===== src/rtl/errrt_pkg.sv =====
// Package: shared constants for the bus error machine-check router.
// Assumes: status bit order is fixed and visible to software.
package errrt_pkg;
    localparam int NUM_ERR   = 6;
    localparam int E_ADR_TMO = 0;
    localparam int E_DAT_PAR = 1;
    localparam int E_PCI_PAR = 2;
    localparam int E_PCI_SYS = 3;
    localparam int E_MST_ABT = 4;
    localparam int E_TGT_ABT = 5;
    localparam int NUM_IRQ   = 2;   // only bits 1:0 have interrupt enables

    typedef enum logic [1:0] {
        RA_STATUS = 2'd0,
        RA_MCHKEN = 2'd1,
        RA_IRQEN  = 2'd2,
        RA_NONE   = 2'd3
    } reg_addr_e;
endpackage


===== src/rtl/err_sticky.sv =====
// Module: sticky status register with write-1-to-clear.
// Assumes: set events are single-cycle pulses. A set wins over a same-cycle clear.
module err_sticky #(
    parameter int W = 6
) (
    input  logic         clk,
    input  logic         rst_n,
    input  logic [W-1:0] set_evt,
    input  logic [W-1:0] clr_mask,
    output logic [W-1:0] status
);
    // Hold status bits: clear by mask, then OR in new events.
    always_ff @(posedge clk) begin
        if (!rst_n) status <= '0;
        else        status <= (status & ~clr_mask) | set_evt;
    end

    for (genvar i = 0; i < W; i++) begin : g_chk
        AST_SET_STICKS: assert property (@(posedge clk) disable iff (!rst_n)
            set_evt[i] |=> status[i]);
        AST_HOLD_NO_CLR: assert property (@(posedge clk) disable iff (!rst_n)
            (status[i] && !clr_mask[i]) |=> status[i]);
    end
    AST_RESET_CLEAR: assert property (@(posedge clk)
        !rst_n |=> (status == '0));
endmodule


===== src/rtl/init_tracker.sv =====
// Module: captures the initiator of each PCI transaction at its start and
// latches it into a per-abort owner register when that abort is recorded.
// Assumes: one outstanding outbound transaction at a time.
module init_tracker #(
    parameter int MW   = 2,
    parameter int NABT = 2
) (
    input  logic                     clk,
    input  logic                     rst_n,
    input  logic                     txn_start,
    input  logic [MW-1:0]            txn_id,
    input  logic [NABT-1:0]          abort_evt,
    output logic [NABT-1:0][MW-1:0]  owner
);
    logic [MW-1:0] held_id;

    // Keep the initiator of the transaction in flight.
    always_ff @(posedge clk) begin
        if (!rst_n)         held_id <= '0;
        else if (txn_start) held_id <= txn_id;
    end

    for (genvar a = 0; a < NABT; a++) begin : g_own
        // Freeze the initiator for this abort class when the abort arrives.
        always_ff @(posedge clk) begin
            if (!rst_n)            owner[a] <= '0;
            else if (abort_evt[a]) owner[a] <= held_id;
        end
        AST_OWNER_STABLE: assert property (@(posedge clk) disable iff (!rst_n)
            !abort_evt[a] |=> $stable(owner[a]));
    end
endmodule


===== src/rtl/mchk_router.sv =====
// Module: combinational routing of enabled status bits to per-master
// machine-check lines.
// Assumes: master 0 is the fixed target of PCI parity and system errors.
module mchk_router
    import errrt_pkg::*;
#(
    parameter int NM = 4,
    parameter int MW = 2
) (
    input  logic [NUM_ERR-1:0]   status,
    input  logic [NUM_ERR-1:0]   mchk_en,
    input  logic [MW-1:0]        cur_master,
    input  logic [1:0][MW-1:0]   abt_owner,
    output logic [NM-1:0]        mchk
);
    logic [NUM_ERR-1:0] live;
    assign live = status & mchk_en;

    for (genvar m = 0; m < NM; m++) begin : g_m
        logic to_cur, to_fix, to_abt;
        // Sum every enabled error whose target resolves to this master.
        always_comb begin
            to_cur = (cur_master == MW'(m)) && (live[E_ADR_TMO] || live[E_DAT_PAR]);
            to_fix = (m == 0) && (live[E_PCI_PAR] || live[E_PCI_SYS]);
            to_abt = (live[E_MST_ABT] && abt_owner[0] == MW'(m))
                  || (live[E_TGT_ABT] && abt_owner[1] == MW'(m));
            mchk[m] = to_cur || to_fix || to_abt;
        end
    end
endmodule


===== src/rtl/bus_err_mchk_router.sv =====
// Module: top of the bus error machine-check router. Holds the enable
// registers, decodes the register port and ties the sub-blocks together.
// Assumes: the read path is combinational. Writes take effect at the next edge.
module bus_err_mchk_router
    import errrt_pkg::*;
#(
    parameter int NUM_MASTERS = 4,
    parameter int DW          = 32,
    parameter int AW          = 2
) (
    input  logic                           clk,
    input  logic                           rst_n,
    input  logic [NUM_ERR-1:0]             err_evt,
    input  logic [$clog2(NUM_MASTERS)-1:0] cur_master,
    input  logic                           txn_start,
    input  logic [$clog2(NUM_MASTERS)-1:0] txn_init_id,
    input  logic                           reg_wr,
    input  logic [AW-1:0]                  reg_addr,
    input  logic [DW-1:0]                  reg_wdata,
    output logic [DW-1:0]                  reg_rdata,
    output logic [NUM_MASTERS-1:0]         mchk,
    output logic                           irq
);
    localparam int MW = $clog2(NUM_MASTERS);

    logic [NUM_ERR-1:0]    status, mchk_en, clr_mask;
    logic [NUM_IRQ-1:0]    irq_en;
    logic [1:0][MW-1:0]    abt_owner;
    logic                  wr_stat, wr_men, wr_ien;

    // Decode the write strobes per register.
    always_comb begin
        wr_stat  = reg_wr && (reg_addr == AW'(RA_STATUS));
        wr_men   = reg_wr && (reg_addr == AW'(RA_MCHKEN));
        wr_ien   = reg_wr && (reg_addr == AW'(RA_IRQEN));
        clr_mask = wr_stat ? reg_wdata[NUM_ERR-1:0] : '0;
    end

    // Hold the two enable registers.
    always_ff @(posedge clk) begin
        if (!rst_n) begin
            mchk_en <= '0;
            irq_en  <= '0;
        end else begin
            if (wr_men) mchk_en <= reg_wdata[NUM_ERR-1:0];
            if (wr_ien) irq_en  <= reg_wdata[NUM_IRQ-1:0];
        end
    end

    // Select read data, zero-extending the implemented bits.
    always_comb begin
        reg_rdata = '0;
        case (reg_addr)
            AW'(RA_STATUS): reg_rdata[NUM_ERR-1:0] = status;
            AW'(RA_MCHKEN): reg_rdata[NUM_ERR-1:0] = mchk_en;
            AW'(RA_IRQEN):  reg_rdata[NUM_IRQ-1:0] = irq_en;
            default:        reg_rdata = '0;
        endcase
    end

    err_sticky #(.W(NUM_ERR)) u_stat (
        .clk(clk), .rst_n(rst_n), .set_evt(err_evt),
        .clr_mask(clr_mask), .status(status)
    );

    init_tracker #(.MW(MW), .NABT(2)) u_trk (
        .clk(clk), .rst_n(rst_n), .txn_start(txn_start), .txn_id(txn_init_id),
        .abort_evt(err_evt[E_TGT_ABT:E_MST_ABT]), .owner(abt_owner)
    );

    mchk_router #(.NM(NUM_MASTERS), .MW(MW)) u_rt (
        .status(status), .mchk_en(mchk_en), .cur_master(cur_master),
        .abt_owner(abt_owner), .mchk(mchk)
    );

    // Raise the interrupt level from the processor-bus errors only.
    assign irq = |(status[NUM_IRQ-1:0] & irq_en);

    AST_NO_MCHK_DISABLED: assert property (@(posedge clk) disable iff (!rst_n)
        (mchk_en == '0) |-> (mchk == '0));
    AST_IRQ_OFF_AFTER_DISABLE: assert property (@(posedge clk) disable iff (!rst_n)
        (wr_ien && reg_wdata[NUM_IRQ-1:0] == '0) |=> !irq);
    AST_PCI_NOT_TO_IRQ: assert property (@(posedge clk) disable iff (!rst_n)
        (status[NUM_IRQ-1:0] == '0) |-> !irq);
endmodule


===== config.mk =====
export PLATFORM = sky130hd
export DESIGN_NAME = bus_err_mchk_router
export DESIGN_NICKNAME = d
export VERILOG_FILES = /design/src/rtl/errrt_pkg.sv /design/src/rtl/err_sticky.sv /design/src/rtl/init_tracker.sv /design/src/rtl/mchk_router.sv /design/src/rtl/bus_err_mchk_router.sv
export SDC_FILE = /design/constraint.sdc
export NUM_CORES = 1
export LEC_CHECK = 0
export BUFFER_PORTS_ARGS = -buffer_cell sky130_fd_sc_hd__buf_2
export CORE_UTILIZATION = 25
export CTS_CLUSTER_SIZE = 16
export DETAILED_ROUTE_END_ITERATION = 10
export PLACE_DENSITY = 0.54
export SYNTH_ARGS = -nofsm -noshare
export SYNTH_HDL_FRONTEND = slang
export SYNTH_SLANG_ARGS = --single-unit

===== constraint.sdc =====
create_clock -name clk -period 2.9 [get_ports clk]
set_clock_uncertainty 0.15 [all_clocks]
set_input_delay 0 -clock clk [delete_from_list [all_inputs] [get_ports clk]]
set_output_delay 0 -clock clk [all_outputs]
set_load 0.005 [all_outputs]

==> impl_metrics.tcl <==
set metrics [dict create \
    wl_per_cell_um 10.4 \
    total_power_w 0.000621 \
    die_h_um 71.9 \
    synth_edf_count 0 \
    drive_gt1_frac 0.205 \
    portBuffers 32 \
    syn_avg_cell_area_um2 8.60 \
    critPathSlowestCell "dlygate4sd3_1" \
    place_area_um2 1330 \
    slowest_delay_ns 0.58 \
    avgViaCountPerCell 4.10 \
    period_minus_slack_ns 1.91 \
    power_density_nw_per_um2 396 \
    place.gp.congestion 0.786 \
    yosysSeqAreaShare 0.328 \
    crit_end "u_stat.status[2]" \
    setup_ws_ns 0.990 \
    cpLargestDelayFamily "buffers and inverters" \
    synth_cell_types 26 \
    start_util 0.259 \
    required_ns 2.90 \
    cts_resized 0 \
    hold_class "input port to register" \
    clkTransAtPathRegs_ns 0.08 \
    fill_cells 531 \
    drv_slew 0 \
    synth-async-reset-ratio 0 \
    tns_ns 0 \
    multi_input_area_um2 651 \
    dieArea_um2 5170 \
    ff2ff_path_depth 3 \
    grt_pass1_wl_um 4400 \
    worst-endpoint-arrival_ns 1.91 \
    fin_util 0.332 \
    vias 1054 \
    io_pins 85 \
    overflow 0 \
    grt_setup_unrepaired "false" \
    cp-end-kind "register" \
    crit_path_start_kind "input port" \
    violations "negative hold slack" \
    dr.pass1.iters 4 \
    timing.hold.ws_ns -0.0000809 \
    place_ws_ns 1.60 \
    p_leak_nw 0.725 \
    r2r-start "u_stat.status[0]" \
    clk_latency_ns 0.26 \
    layout.nets 239 \
    tightestPinTransition_ns 0.540 \
    die_w_um 71.9 \
    maxSlewHeadroom 0.639 \
    regToRegEndpoint "u_stat.status[0]" \
    routed_wl_um 2680 \
    synth-seq-cells 20 \
    clockBufferDepth 2 \
    grt_use_total 0.109 \
    insertedDiodeCount 0 \
    antenna_found_initial 0 \
    cts_root_buf "clkbuf_8" \
    synth_area_um2 1220 \
    worst-path-max-fanout 9 \
    grt_max_degree 21 \
    core_um2 4720 \
    cts_buffers 3 \
    report.final.hold_viol_count 1 \
    finalSetupViolations 0 \
    crit_chain "dlygate4sd3_1 -> buf_2 -> nor3b_2 -> a31oi_1 -> dlygate4sd3_1" \
    cts_htree_levels 1 \
    drc 0 \
    cts_sinks 20 \
    yosysWarnings 0 \
    drt_iter0_drc 35 \
    area_growth_pct 28.6 \
    critPathMostFrequentCell "dlygate4sd3_1" \
    maxCapViolations 0 \
    cp_num_cells 5 \
    startpoint "reg_wr" \
    dpl.hpwl_um 1980 \
    max_freq_mhz 523 \
    synthFlopType "dfxtp_1" \
    cts_tree "built" \
    std_cell_rows 25 \
    fin_area_um2 1570 \
    regArea_um2 400 \
    crit_type "input port to register" \
    ir_drop_mv 0.170 \
    period_share 0.659 \
    synthCells 142 \
    status "finished, violations left" \
    grt_pass1_vias 981 \
    ant_nets 0 \
    reg2reg_slack_ns 1.48 \
    cp_num_buf_inv 3 \
]
## layout make-up
cell class	instances	area share
multi-input cells	107	0.414
well taps	67	0.0534
flip-flops and latches	20	0.255
repair buffers	51	0.223
inverters	8	0.0191
clock buffers	4	0.0351
## flip-flops by register name (all words and copies together) (netlist names)
name,cells
u_trk.held_id,2
mchk_en,6
irq_en,2
u_stat.status,6
u_trk.owner,4
## layer usage
layer / share of wire / track usage / up-vias
li1: - / - / 536
met1: 0.46 / 0.132 / 484
met2: 0.49 / 0.193 / 30
met3: 0.034 / 0.0139 / 4
met4: 0.017 / 0.0458 / 0
met5: 0 / 0 / -
## synthesized netlist by cell type (2+ instances only)
cell / instances / area share
a31oi_1: 6 / 0.031
inv_1: 8 / 0.025
nand3b_1: 2 / 0.012
o221ai_1: 3 / 0.022
nand3_1: 9 / 0.037
nor2b_1: 9 / 0.046
clkbuf_1: 2 / 0.0061
nand2_1: 11 / 0.034
buf_4: 28 / 0.17
dfxtp_1: 20 / 0.33
a21boi_1: 6 / 0.037
nor2_1: 4 / 0.012
mux2i_1: 14 / 0.11
o21ai_0: 8 / 0.033
## stage by stage
stage / cells / hold slack, ns
2_1_floorplan: 167 / -0.0541
3_3_place_gp: 234 / 0.0631
3_5_place_dp: 234 / 0.0601
4_1_cts: 257 / 0.00368
5_1_grt: 257 / 0.0243
6_report: 257 / -0.0000809
## cells by family after synthesis
logic type	share of synthesized area
and+or+nand+nor	0.179
AOI/OAI and AO/OA	0.159
other	0.00307
buffers and inverters	0.216
muxes	0.115
DFF	0.328
## how the worst min path moves through the flow
stage	from	to	slack (ns)	cells after the start
after floorplan	cur_master[1]	mchk[1]	-0.05	1
after global placement	reg_wdata[2]	u_stat.status[2]	0.06	2
after detailed placement	reg_wdata[2]	u_stat.status[2]	0.06	2
after CTS	rst_n	mchk_en[1]	0.004	2
after global routing	rst_n	mchk_en[1]	0.02	2
final	rst_n	irq_en[1]	-0.00008	2
## cells in the final DEF (no fill, tap or decap), types with 2 or more instances in the layout
| cell type | instances |
|---|---|
| dlygate4sd3_1 | 19 |
| nor2b_1 | 9 |
| a21boi_1 | 6 |
| a31oi_1 | 6 |
| clkbuf_8 | 4 |
| nand3b_1 | 2 |
| o21ai_0 | 8 |
| buf_2 | 32 |
| conb_1 | 26 |
| mux2i_1 | 14 |
| dfxtp_1 | 20 |
| o221ai_1 | 3 |
| nand3_1 | 9 |
| nand2_1 | 11 |
| inv_1 | 8 |
| nor2_1 | 4 |
## repair_timing
item,in CTS,in global routing
endpoints found under the hold margin,20,0
hold buffers,19,0
setup buffers,0,0
## where the power goes
group	internal, W	switching [W]
sequential	0.000288	0.0000136
clock	0.000121	0.0000937
combinational	0.0000560	0.0000491
Note: power is estimated with default switching activity, not from simulation.
